[src/rtl/div_pkg.sv]
`timescale 1ns/1ps
package div_pkg;

    typedef enum logic [1:0] {
        S_IDLE = 2'd0,
        S_RUN  = 2'd1,
        S_FIX  = 2'd2
    } div_state_e;

    typedef struct packed {
        logic n;
        logic z;
        logic v;
        logic c;
    } div_ccr_t;

endpackage

[src/rtl/div_operand_prep.sv]
`timescale 1ns/1ps
// Turns the raw operands into magnitudes, records their signs and
// flags the two cases that finish without running the loop.
module div_operand_prep #(
    parameter int DVD_W = 32,
    parameter int DVS_W = 16
) (
    input  logic             sgn_i,
    input  logic [DVD_W-1:0] dvd_i,
    input  logic [DVS_W-1:0] dvs_i,
    output logic [DVD_W-1:0] dvd_mag_o,
    output logic [DVS_W-1:0] dvs_mag_o,
    output logic             dvd_neg_o,
    output logic             dvs_neg_o,
    output logic             dvs_zero_o,
    output logic             early_ovf_o
);
    localparam int HI_W = DVD_W - DVS_W;

    logic [HI_W-1:0] mag_hi;

    always_comb begin
        dvd_neg_o  = sgn_i & dvd_i[DVD_W-1];
        dvs_neg_o  = sgn_i & dvs_i[DVS_W-1];
        dvd_mag_o  = dvd_neg_o ? -dvd_i : dvd_i;
        dvs_mag_o  = dvs_neg_o ? -dvs_i : dvs_i;
        dvs_zero_o = (dvs_i == '0);
        mag_hi     = dvd_mag_o[DVD_W-1:DVS_W];
        // quotient magnitude would need more than DVS_W bits
        early_ovf_o = !dvs_zero_o && (mag_hi >= HI_W'(dvs_mag_o));
    end

endmodule

[src/rtl/div_restore_step.sv]
`timescale 1ns/1ps
// One restoring step: shift the next dividend bit into the partial
// remainder, subtract the divisor when it fits, and shift the outcome
// into the freed LSB of the accumulator.
module div_restore_step #(
    parameter int DVD_W = 32,
    parameter int DVS_W = 16
) (
    input  logic [DVS_W-1:0] rem_i,
    input  logic [DVD_W-1:0] acc_i,
    input  logic [DVS_W-1:0] dvs_i,
    output logic [DVS_W-1:0] rem_o,
    output logic [DVD_W-1:0] acc_o
);
    logic [DVS_W:0] trial;
    logic [DVS_W:0] diff;
    logic           fits;

    always_comb begin
        trial = {rem_i, acc_i[DVD_W-1]};
        diff  = trial - {1'b0, dvs_i};
        fits  = (trial >= {1'b0, dvs_i});
        rem_o = fits ? diff[DVS_W-1:0] : trial[DVS_W-1:0];
        acc_o = {acc_i[DVD_W-2:0], fits};
    end

endmodule

[src/rtl/div_result_fix.sv]
`timescale 1ns/1ps
// Applies operand signs to the quotient and remainder magnitudes,
// detects overflow of the 16-bit quotient and derives N and Z.
module div_result_fix #(
    parameter int DVD_W = 32,
    parameter int DVS_W = 16
) (
    input  logic             sgn_i,
    input  logic             dvd_neg_i,
    input  logic             dvs_neg_i,
    input  logic [DVD_W-1:0] q_mag_i,
    input  logic [DVS_W-1:0] r_mag_i,
    output logic [DVD_W-1:0] result_o,
    output logic             ovf_o,
    output logic             neg_o,
    output logic             zero_o
);
    localparam int EXT_W = DVD_W - DVS_W + 1;

    logic [DVD_W-1:0] q_s;
    logic [DVS_W-1:0] r_s;
    logic [EXT_W-1:0] q_ext;

    always_comb begin
        q_s   = (sgn_i && (dvd_neg_i ^ dvs_neg_i)) ? -q_mag_i : q_mag_i;
        r_s   = (sgn_i && dvd_neg_i) ? -r_mag_i : r_mag_i;
        q_ext = q_s[DVD_W-1:DVS_W-1];
        if (sgn_i) begin
            ovf_o = !((&q_ext) || (q_ext == '0));
        end else begin
            ovf_o = |q_mag_i[DVD_W-1:DVS_W];
        end
        result_o = {r_s, q_s[DVS_W-1:0]};
        neg_o    = q_s[DVS_W-1];
        zero_o   = (q_s[DVS_W-1:0] == '0);
    end

endmodule

[src/rtl/seq_div32x16.sv]
`timescale 1ns/1ps
module seq_div32x16
    import div_pkg::*;
#(
    parameter int          DVD_W       = 32,
    parameter int          DVS_W       = 16,
    parameter int          STEPS       = 1,
    parameter int          VEC_W       = 8,
    parameter logic [7:0]  TRAP_VECTOR = 8'h14
) (
    input  logic             clk,
    input  logic             rst_n,
    input  logic             start_i,
    input  logic             signed_i,
    input  logic [DVD_W-1:0] dividend_i,
    input  logic [DVD_W-1:0] divisor_i,
    output logic             busy_o,
    output logic             done_o,
    output logic             wr_en_o,
    output logic [DVD_W-1:0] result_o,
    output logic [3:0]       flags_o,
    output logic             trap_o,
    output logic [VEC_W-1:0] trap_vec_o
);
    localparam int ITER  = DVD_W / STEPS;
    localparam int CNT_W = (ITER > 1) ? $clog2(ITER) : 1;
    localparam logic [CNT_W-1:0] LAST = CNT_W'(ITER - 1);

    div_state_e state_q, state_d;

    logic [DVD_W-1:0] acc_q;
    logic [DVS_W-1:0] rem_q;
    logic [DVS_W-1:0] dvs_mag_q;
    logic [CNT_W-1:0] cnt_q;
    logic             sgn_q, dvd_neg_q, dvs_neg_q;

    logic             done_q, wr_en_q, trap_q;
    logic [DVD_W-1:0] result_q;
    div_ccr_t         ccr_q;

    // operand preparation
    logic [DVD_W-1:0] p_dvd_mag;
    logic [DVS_W-1:0] p_dvs_mag;
    logic             p_dvd_neg, p_dvs_neg, p_zero, p_early;

    div_operand_prep #(.DVD_W(DVD_W), .DVS_W(DVS_W)) u_prep (
        .sgn_i       (signed_i),
        .dvd_i       (dividend_i),
        .dvs_i       (divisor_i[DVS_W-1:0]),
        .dvd_mag_o   (p_dvd_mag),
        .dvs_mag_o   (p_dvs_mag),
        .dvd_neg_o   (p_dvd_neg),
        .dvs_neg_o   (p_dvs_neg),
        .dvs_zero_o  (p_zero),
        .early_ovf_o (p_early)
    );

    // chain of STEPS restoring steps per clock
    logic [DVS_W-1:0] rem_ch [STEPS+1];
    logic [DVD_W-1:0] acc_ch [STEPS+1];

    assign rem_ch[0] = rem_q;
    assign acc_ch[0] = acc_q;

    for (genvar g = 0; g < STEPS; g++) begin : g_step
        div_restore_step #(.DVD_W(DVD_W), .DVS_W(DVS_W)) u_step (
            .rem_i (rem_ch[g]),
            .acc_i (acc_ch[g]),
            .dvs_i (dvs_mag_q),
            .rem_o (rem_ch[g+1]),
            .acc_o (acc_ch[g+1])
        );
    end

    // sign fix-up and overflow
    logic [DVD_W-1:0] f_res;
    logic             f_ovf, f_neg, f_zero;

    div_result_fix #(.DVD_W(DVD_W), .DVS_W(DVS_W)) u_fix (
        .sgn_i     (sgn_q),
        .dvd_neg_i (dvd_neg_q),
        .dvs_neg_i (dvs_neg_q),
        .q_mag_i   (acc_q),
        .r_mag_i   (rem_q),
        .result_o  (f_res),
        .ovf_o     (f_ovf),
        .neg_o     (f_neg),
        .zero_o    (f_zero)
    );

    // state register
    always_ff @(posedge clk or negedge rst_n) begin
        if (!rst_n) begin
            state_q <= S_IDLE;
        end else begin
            state_q <= state_d;
        end
    end

    // next-state logic
    always_comb begin
        state_d = state_q;
        unique case (state_q)
            S_IDLE: begin
                // START_LOOP; FINISH_FAST stays in idle
                if (start_i && !p_zero && !p_early) begin
                    state_d = S_RUN;
                end
            end
            S_RUN: begin
                // LOOP_DONE
                if (cnt_q == LAST) begin
                    state_d = S_FIX;
                end
            end
            S_FIX: begin
                // RETIRE
                state_d = S_IDLE;
            end
            default: state_d = S_IDLE;
        endcase
    end

    // datapath and output registers
    always_ff @(posedge clk or negedge rst_n) begin
        if (!rst_n) begin
            acc_q     <= '0;
            rem_q     <= '0;
            dvs_mag_q <= '0;
            cnt_q     <= '0;
            sgn_q     <= 1'b0;
            dvd_neg_q <= 1'b0;
            dvs_neg_q <= 1'b0;
            done_q    <= 1'b0;
            wr_en_q   <= 1'b0;
            trap_q    <= 1'b0;
            result_q  <= '0;
            ccr_q     <= '0;
        end else begin
            done_q  <= 1'b0;
            wr_en_q <= 1'b0;
            trap_q  <= 1'b0;
            unique case (state_q)
                S_IDLE: begin
                    if (start_i) begin
                        acc_q     <= p_dvd_mag;
                        rem_q     <= '0;
                        dvs_mag_q <= p_dvs_mag;
                        cnt_q     <= '0;
                        sgn_q     <= signed_i;
                        dvd_neg_q <= p_dvd_neg;
                        dvs_neg_q <= p_dvs_neg;
                        if (p_zero) begin
                            done_q <= 1'b1;
                            trap_q <= 1'b1;
                        end else if (p_early) begin
                            done_q  <= 1'b1;
                            ccr_q.v <= 1'b1;
                            ccr_q.c <= 1'b0;
                        end
                    end
                end
                S_RUN: begin
                    acc_q <= acc_ch[STEPS];
                    rem_q <= rem_ch[STEPS];
                    cnt_q <= cnt_q + CNT_W'(1);
                end
                S_FIX: begin
                    done_q <= 1'b1;
                    if (f_ovf) begin
                        ccr_q.v <= 1'b1;
                        ccr_q.c <= 1'b0;
                    end else begin
                        wr_en_q  <= 1'b1;
                        result_q <= f_res;
                        ccr_q    <= '{n: f_neg, z: f_zero, v: 1'b0, c: 1'b0};
                    end
                end
                default: ;
            endcase
        end
    end

    assign busy_o     = (state_q != S_IDLE);
    assign done_o     = done_q;
    assign wr_en_o    = wr_en_q;
    assign trap_o     = trap_q;
    assign trap_vec_o = trap_q ? VEC_W'(TRAP_VECTOR) : '0;
    assign result_o   = result_q;
    assign flags_o    = ccr_q;


    done_pulse_chk: assert property (@(posedge clk) disable iff (!rst_n)
        done_q |=> !done_q);


    busy_done_chk: assert property (@(posedge clk) disable iff (!rst_n)
        done_q |-> !busy_o);


    trap_no_write_chk: assert property (@(posedge clk) disable iff (!rst_n)
        trap_q |-> (done_q && !wr_en_q && trap_vec_o == VEC_W'(TRAP_VECTOR)));


    divisor_hi_ignored_chk: assert property (@(posedge clk) disable iff (!rst_n)
        (state_q == S_IDLE && start_i && divisor_i[DVS_W-1:0] == '0
         && divisor_i[DVD_W-1:DVS_W] != '0) |=> trap_q);


    ovf_no_write_chk: assert property (@(posedge clk) disable iff (!rst_n)
        (done_q && ccr_q.v) |-> !wr_en_q);


    result_hold_chk: assert property (@(posedge clk) disable iff (!rst_n)
        !wr_en_q |-> $stable(result_q));


    write_flags_chk: assert property (@(posedge clk) disable iff (!rst_n)
        wr_en_q |-> (!ccr_q.v && !ccr_q.c && ccr_q.n == result_q[DVS_W-1]
                     && ccr_q.z == (result_q[DVS_W-1:0] == '0)));


    loop_count_chk: assert property (@(posedge clk) disable iff (!rst_n)
        (state_q == S_RUN && cnt_q != LAST) |=>
        (state_q == S_RUN && cnt_q == $past(cnt_q) + CNT_W'(1)));


    busy_input_chk: assert property (@(posedge clk) disable iff (!rst_n)
        (busy_o && start_i) |=> ($stable(sgn_q) && $stable(dvs_mag_q)));

endmodule

[config.mk]
export PLATFORM = sky130hd
export DESIGN_NAME = seq_div32x16
export DESIGN_NICKNAME = d
export VERILOG_FILES = /design/src/rtl/div_pkg.sv /design/src/rtl/div_operand_prep.sv /design/src/rtl/div_restore_step.sv /design/src/rtl/div_result_fix.sv /design/src/rtl/seq_div32x16.sv
export SDC_FILE = /design/constraint.sdc
export NUM_CORES = 1
export LEC_CHECK = 0
export BUFFER_PORTS_ARGS = -buffer_cell sky130_fd_sc_hd__buf_2
export CAP_MARGIN = 5
export CORE_MARGIN = 3
export CORE_UTILIZATION = 55
export DETAILED_ROUTE_END_ITERATION = 12
export GPL_TIMING_DRIVEN = 0
export PLACE_DENSITY_LB_ADDON = 0.08
export SLEW_MARGIN = 20
export SYNTH_ARGS = -nofsm -noshare
export SYNTH_HDL_FRONTEND = slang
export SYNTH_HIERARCHICAL = 1
export SYNTH_SLANG_ARGS = --single-unit
[constraint.sdc]
create_clock -name clk -period 4.2 [get_ports clk]
set_input_delay 0.42 -clock clk [delete_from_list [all_inputs] [get_ports clk]]
set_output_delay 0.42 -clock clk [all_outputs]
set_load 0.005 [all_outputs]
==> impl_metrics.csv, run 1 <==
group,metric,value,unit
run_status,status,"finished clean",
logic_synthesis,synth.mux.area_fraction,7.01,%
place,dp_hpwl,17700,um
clock_tree,cts_sinks,112,
logic_synthesis,synth-edff-count,0,
route,drc_errors,0,
floorplan,die_height,135,um
layout,filler_cell_count,1449,
logic_synthesis,synth_top_area_share,30.5,%
logic_synthesis,synth.largest_area_cell,"dfrtp_1",
sta,rsz0062_at_grt,"false",
logic_synthesis,async_flop_share,100,%
logic_synthesis,synth_warnings,6,
critical_path,cp.arrival,4140,ps
logic_synthesis,syn-mean-instance-area,8.53,um2
route,route.top_layer_used,"met4",
route,via_per_inst,5.73,
flow_run,cap_violations,0,
place,dp.cells,1393,
sta,holdWs,363,ps
grt,grt_max_degree,74,
layout,layout.cells.non_filler,1415,
floorplan,fp.dieW,135,um
floorplan,start_util,57.0,%
logic_synthesis,syn_inst,1078,
floorplan,dieArea,0.0183,mm2
sta,relSlewSlack,51.5,%
sta,max_freq,0.257,GHz
grt,track_usage,25.8,%
route,met2WireLength,9870,um
logic_synthesis,synth_compound_area_share,18.5,%
route,ant_nets,0,
logic_synthesis,synth_top_family_by_area,"simple AND/OR/NAND/NOR gates",
critical_path,worstPathMaxFanout,10,
sta,hold_viol_final,0,
logic_synthesis,yosys.area_share.simple,20.4,%
sta,tightest_slew,722,ps
sta,fin_skew,12.8,ps
route,drt-met1-wl,11500,um
layout,multi_input_area,0.00562,mm2
layout,diodes,0,
place,dp_slack,-251,ps
clock_tree,clk_latency,360,ps
pwr,p_leak,0.00489,uW
pwr,ir_worst_vdd,307,uV
clock_tree,cts-root-buf,"clkbuf_16",
grt,antenna_found_initial,0,
logic_synthesis,synth.most_common_cell,"nand2_1",
critical_path,critPathKind,"reg2reg",
route,drt-initial-drc-count,649,
logic_synthesis,synth_fa_ha_area_share,5.53,%
place,port_buffers,92,
layout,drive_gt1_share,22.0,%
route,finalWirelength,23200,um
grt,grt_pass1_vias,7414,
route,wl_met3,1480,um
grt,grt_pass1_wl,38300,um
layout,nets,1302,
sta,fin_crit_sh,92.7,%
clock_tree,max-clock-path-buffers,2,
sta,final-setup-viol-count,0,
pwr,powerDensity,709,mW/mm2
route,dr.pass1.iters,5,
logic_synthesis,ys_seq_area_share,30.5,%
critical_path,crit_path_end_kind,"flip-flop",
layout,area_growth,12.5,%
sta,period_needed,3890,ps
route,wl_per_cell,16.4,um
clock_tree,clk_pin_slew_worst_paths,70,ps
layout,ff_latch_area,0.00280,mm2
critical_path,cp.required,4440,ps
sta,fin_ws,308,ps
floorplan,core-area,0.0161,mm2
floorplan,rows,46,
logic_synthesis,ys_ff_latch,112,
grt,grt_overflow,0,
critical_path,cp-start-kind,"flip-flop",
sta,slew_viol_final,0,
logic_synthesis,synthTopCellsByArea,"dfrtp_1 (30%), nand2_1 (5.5%), ha_1 (5.3%)",
logic_synthesis,synth.distinct_cells,86,
clock_tree,cts_tree,"built",
route,dr_total_vias,8114,
floorplan,pin_count,116,
logic_synthesis,synth_xor_area_share,9.15,%
logic_synthesis,synth.cells.most_frequent,"nand2_1 (134), dfrtp_1 (112), a21oi_1 (74)",
place,gp_congestion,0.918,
worst_hold_path,hold_path_class,"in2reg",
logic_synthesis,syn-cell-area,0.00919,mm2
clock_tree,cts_buffers,9,
clock_tree,htree_levels,3,
logic_synthesis,synth_ff_type,"dfrtp_1",
## sequential cells by signal (all words and copies together) (netlist names)
signal	flops
done_o	1
rem_q	16
dvs_neg_q	1
state_q	2
dvd_neg_q	1
dvs_mag_q	16
result_o	32
acc_q	32
wr_en_o	1
sgn_q	1
cnt_q	5
flags_o	3
trap_o	1
## layout by cell type, fill, tap and decap left out, types with 10 or more instances in the layout
cell type and n:
nand2_1 134, dfrtp_1 112, buf_2 110, a21oi_1 74
o21ai_0 55, xnor2_1 54, buf_4 53, nor2_1 53
inv_1 48, xor2_1 42, ha_1 39, mux2_2 37
nor2b_1 36, a22oi_1 32, nor3_1 32, nand3_1 29
clkbuf_1 21, o31ai_1 19, and2_1 10
## routing by layer
metal | global-route usage [%] | vias to the layer above
met4 | 7.11 | 0
met2 | 38.0 | 274
met5 | 0 | -
met3 | 3.45 | 23
met1 | 39.6 | 3810
li1 | - | 4007
## final cells by class
class	instances	share of cell area (%)
buffer	100	6.22
clock buffer	9	2.18
clock inverter	7	0.448
inverter	49	1.78
multi-input combinational	823	54.3
sequential	112	27.1
tap	216	2.61
timing repair buffer	99	5.36
## logic make-up after synthesis
kind of cell / after synthesis
buffers and inverters: 149
adder cells (fa/ha/maj): 40
XOR/XNOR: 96
AO/OA/AOI/OAI: 257
multiplexers: 56
other: 1
flip-flops: 112
AND/OR/NAND/NOR: 367
## per-stage QoR
| step | TNS, ps | utilization (%) | total power (uW) | area [um2] |
|---|---|---|---|---|
| 2_1_floorplan | 0 | - | 5430 | 9220 |
| 3_3_place_gp | -4980 | 61.7 | 6350 | 9950 |
| 3_5_place_dp | -7030 | 61.9 | 6440 | 9980 |
| 4_1_cts | 0 | 63.9 | 7290 | 10300 |
| 5_1_grt | 0 | 64.2 | 8020 | 10300 |
| 6_report | 0 | 64.2 | 7330 | 10300 |
## repair_timing
| item | in CTS | in global routing |
|---|---|---|
| endpoints found under the setup margin | 35 | 35 |
| hold buffers | 1 | 0 |
| endpoints found under the hold margin | 39 | 0 |
| pin swaps | 1 | 2 |
| resized for setup | 1 | 5 |
| setup buffers | 3 | 2 |
## final timing paths
| kind | startpoint | to | slack (ps) | depth (start not counted) |
|---|---|---|---|---|
| worst max-delay path | acc_q[24] | result_o[5] | 310 | 14 |
| worst min-delay path | signed_i | sgn_q | 360 | 3 |
| min in group asynchronous | rst_n | result_o[29] | 530 | 2 |
| worst min register to register | cnt_q[3] | cnt_q[3] | 480 | 1 |
| max in group asynchronous | rst_n | dvs_mag_q[1] | 2980 | 3 |
| worst max register to register | acc_q[24] | result_o[5] | 310 | 14 |
## report_power, final
part           internal, uW  switching, uW  total, uW
logic                  2130           2350       4480
registers              1470            583       2050
clock network           403            401        804
## worst max-delay path, cell delays in order (launching register included)
cell and delay (ps):
dfrtp_1 420, buf_2 190, or4_1 490, buf_2 160, or4_4 450, nor2_4 130, a21oi_2 70, or3_1 310
a2111oi_0 360, and4_1 240, a211oi_1 80, nor3_4 230, buf_12 150, buf_6 140, mux2_2 340
(Power assumes the default switching activity.)
==> run 2, diff against run 1 <==
--- a/config.mk
+++ b/config.mk
@@ -7,6 +7,7 @@
 export LEC_CHECK = 0
 export BUFFER_PORTS_ARGS = -buffer_cell sky130_fd_sc_hd__buf_2
 export CAP_MARGIN = 5
+export CORE_ASPECT_RATIO = 0.9
 export CORE_MARGIN = 3
 export CORE_UTILIZATION = 55
 export DETAILED_ROUTE_END_ITERATION = 12
==> run 2 against run 1 <==
  * Sequential power about the same
  * Maximum frequency decreased by 1.4%
  * First-iteration DRC count shrank 12%
  * Register-to-register slack worse by 50 ps
  * Combinational power barely moved
  * Die area barely moved
  * Worst hold slack got worse by 5.8 ps
==> impl_metrics.csv, run 2 (same netlist as run 1, synthesis figures left out) <==
group,metric,value,unit
critical_path,critPathKind,"reg2reg",
critical_path,crit_path_end_kind,"flip-flop",
floorplan,core-area,0.0162,mm2
route,finalWirelength,23400,um
grt,grt_max_degree,80,
sta,slew_viol_final,0,
sta,period_needed,3950,ps
pwr,total_power,7480,uW
clock_tree,htree_levels,3,
critical_path,cp.arrival,4180,ps
layout,area_growth,12.7,%
pwr,p_int,4120,uW
sta,fin_skew,7.53,ps
floorplan,fp.dieW,142,um
layout,filler_cell_count,1451,
place,port_buffers,92,
layout,utilization,63.8,%
grt,antenna_found_initial,0,
clock_tree,cts_buffers,9,
sta,hold_viol_final,0,
layout,ff_latch_area,0.00280,mm2
clock_tree,clk_latency,350,ps
floorplan,die_height,129,um
pwr,clock_power_share,12.4,%
run_status,status,"finished clean",
place,dp_hpwl,17700,um
layout,drive_gt1_share,21.7,%
route,drc_errors,0,
pwr,p_leak,0.00489,uW
clock_tree,cts-root-buf,"clkbuf_16",
layout,nets,1301,
route,dr.pass1.iters,7,
sta,final-setup-viol-count,0,
grt,grt_pass1_wl,37700,um
pwr,powerDensity,722,mW/mm2
floorplan,dieArea,0.0183,mm2
grt,track_usage,25.3,%
grt,grt_overflow,0,
critical_path,cp.required,4440,ps
floorplan,start_util,56.6,%
layout,final_cell_mix,"nand2_1 (134), dfrtp_1 (112), buf_2 (110)",
clock_tree,cts_tree,"built",
sta,max_freq,0.253,GHz
sta,rsz0062_at_grt,"false",
place,gp_congestion,0.930,
clock_tree,max-clock-path-buffers,2,
critical_path,worstPathMaxFanout,10,
route,ant_nets,0,
pwr,ir_worst_vdd,296,uV
layout,final_common_cell,"nand2_1",
clock_tree,cts_sinks,112,
pwr,seqPwrFrac,27.5,%
grt,grt_pass1_vias,7211,
sta,fin_ws,254,ps
route,wl_per_cell,16.7,um
clock_tree,clk_pin_slew_worst_paths,70,ps
route,via_per_inst,5.78,
sta,fin_crit_sh,94.0,%
layout,multi_input_area,0.00561,mm2
worst_hold_path,hold_path_class,"in2reg",
place,dp_slack,-196,ps
flow_run,cap_violations,0,
pwr,switching_share,44.9,%
sta,tightest_slew,699,ps
critical_path,cp-start-kind,"flip-flop",
sta,fin_tns_setup,0,ps
pwr,p_comb_share,60.1,%
route,drt-initial-drc-count,572,
route,dr_total_vias,8120,
floorplan,pin_count,116,
layout,diodes,0,
floorplan,rows,44,
sta,relSlewSlack,53.0,%
pwr,p_sw,3360,uW
[run 2: cell types whose count changed in the layout (fill, tap and decap cells not counted), moves of 2 or more]
cell / delta
clkbuf_1: +2
bufinv_16: +2
clkinv_2: -4
clkinv_4: -2
[run 2: worst paths after layout]
path	slack, ps	to	depth (start not counted)	start
max	250	result_o[13]	14	acc_q[24]
min	360	sgn_q	3	signed_i
max reg2reg	250	result_o[13]	14	acc_q[24]
min reg2reg	470	cnt_q[3]	1	cnt_q[3]
max in group asynchronous	2980	dvs_mag_q[5]	3	rst_n
min in group asynchronous	530	result_o[26]	2	rst_n
[run 2: final cells by class]
type | instances | area share [%]
flip-flops and latches | 112 | 27.1
multi-input cells | 823 | 54.2
repair buffers | 98 | 5.28
clock buffers | 11 | 2.25
clock inverters | 4 | 0.749
well taps | 207 | 2.50
inverters | 49 | 1.78
plain buffers | 100 | 6.21
[run 2: per-stage QoR]
step	instances	area (um2)	hold slack, ps
final	1404	10400	357
after global placement	1383	9940	458
after detailed placement	1384	9970	332
after floorplan	1084	9220	124
after global routing	1404	10400	382
after CTS	1402	10300	353
[run 2: timing repair]
item	4_1_cts	5_1_grt
pin swaps	1	2
resized for setup	1	5
hold buffers	1	0
buffers inserted	2	2
endpoints found under the setup margin	35	35
endpoints found under the hold margin	33	0
[run 2: critical path: stages (launching register included)]
cell and delay [ps]:
dfrtp_1 420, buf_2 200, or4_1 490, buf_2 170, or4_4 450, nor2_4 130
a21oi_2 70, or3_1 320, a2111oi_0 380, and4_1 240, a211oi_1 90, nor3_4 240
buf_12 150, buf_6 140, mux2_2 340
[run 2: power groups by stage]
stage                     Clock (uW)  Combinational, uW  Sequential, uW
after global placement             0               4350            2040
after floorplan                    0               3570            1860
after CTS                        941               4440            2040
final                            924               4490            2060
after global routing             982               5010            2130
after detailed placement           0               4400            2050
[run 2: metal layers]
layer / vias up / routed length, um / track usage, %
met5: - / 0 / 0
met4: 0 / 231 / 5.08
met3: 19 / 1640 / 2.86
met2: 301 / 9590 / 35.4
met1: 3804 / 12000 / 41.5
li1: 3996 / - / -
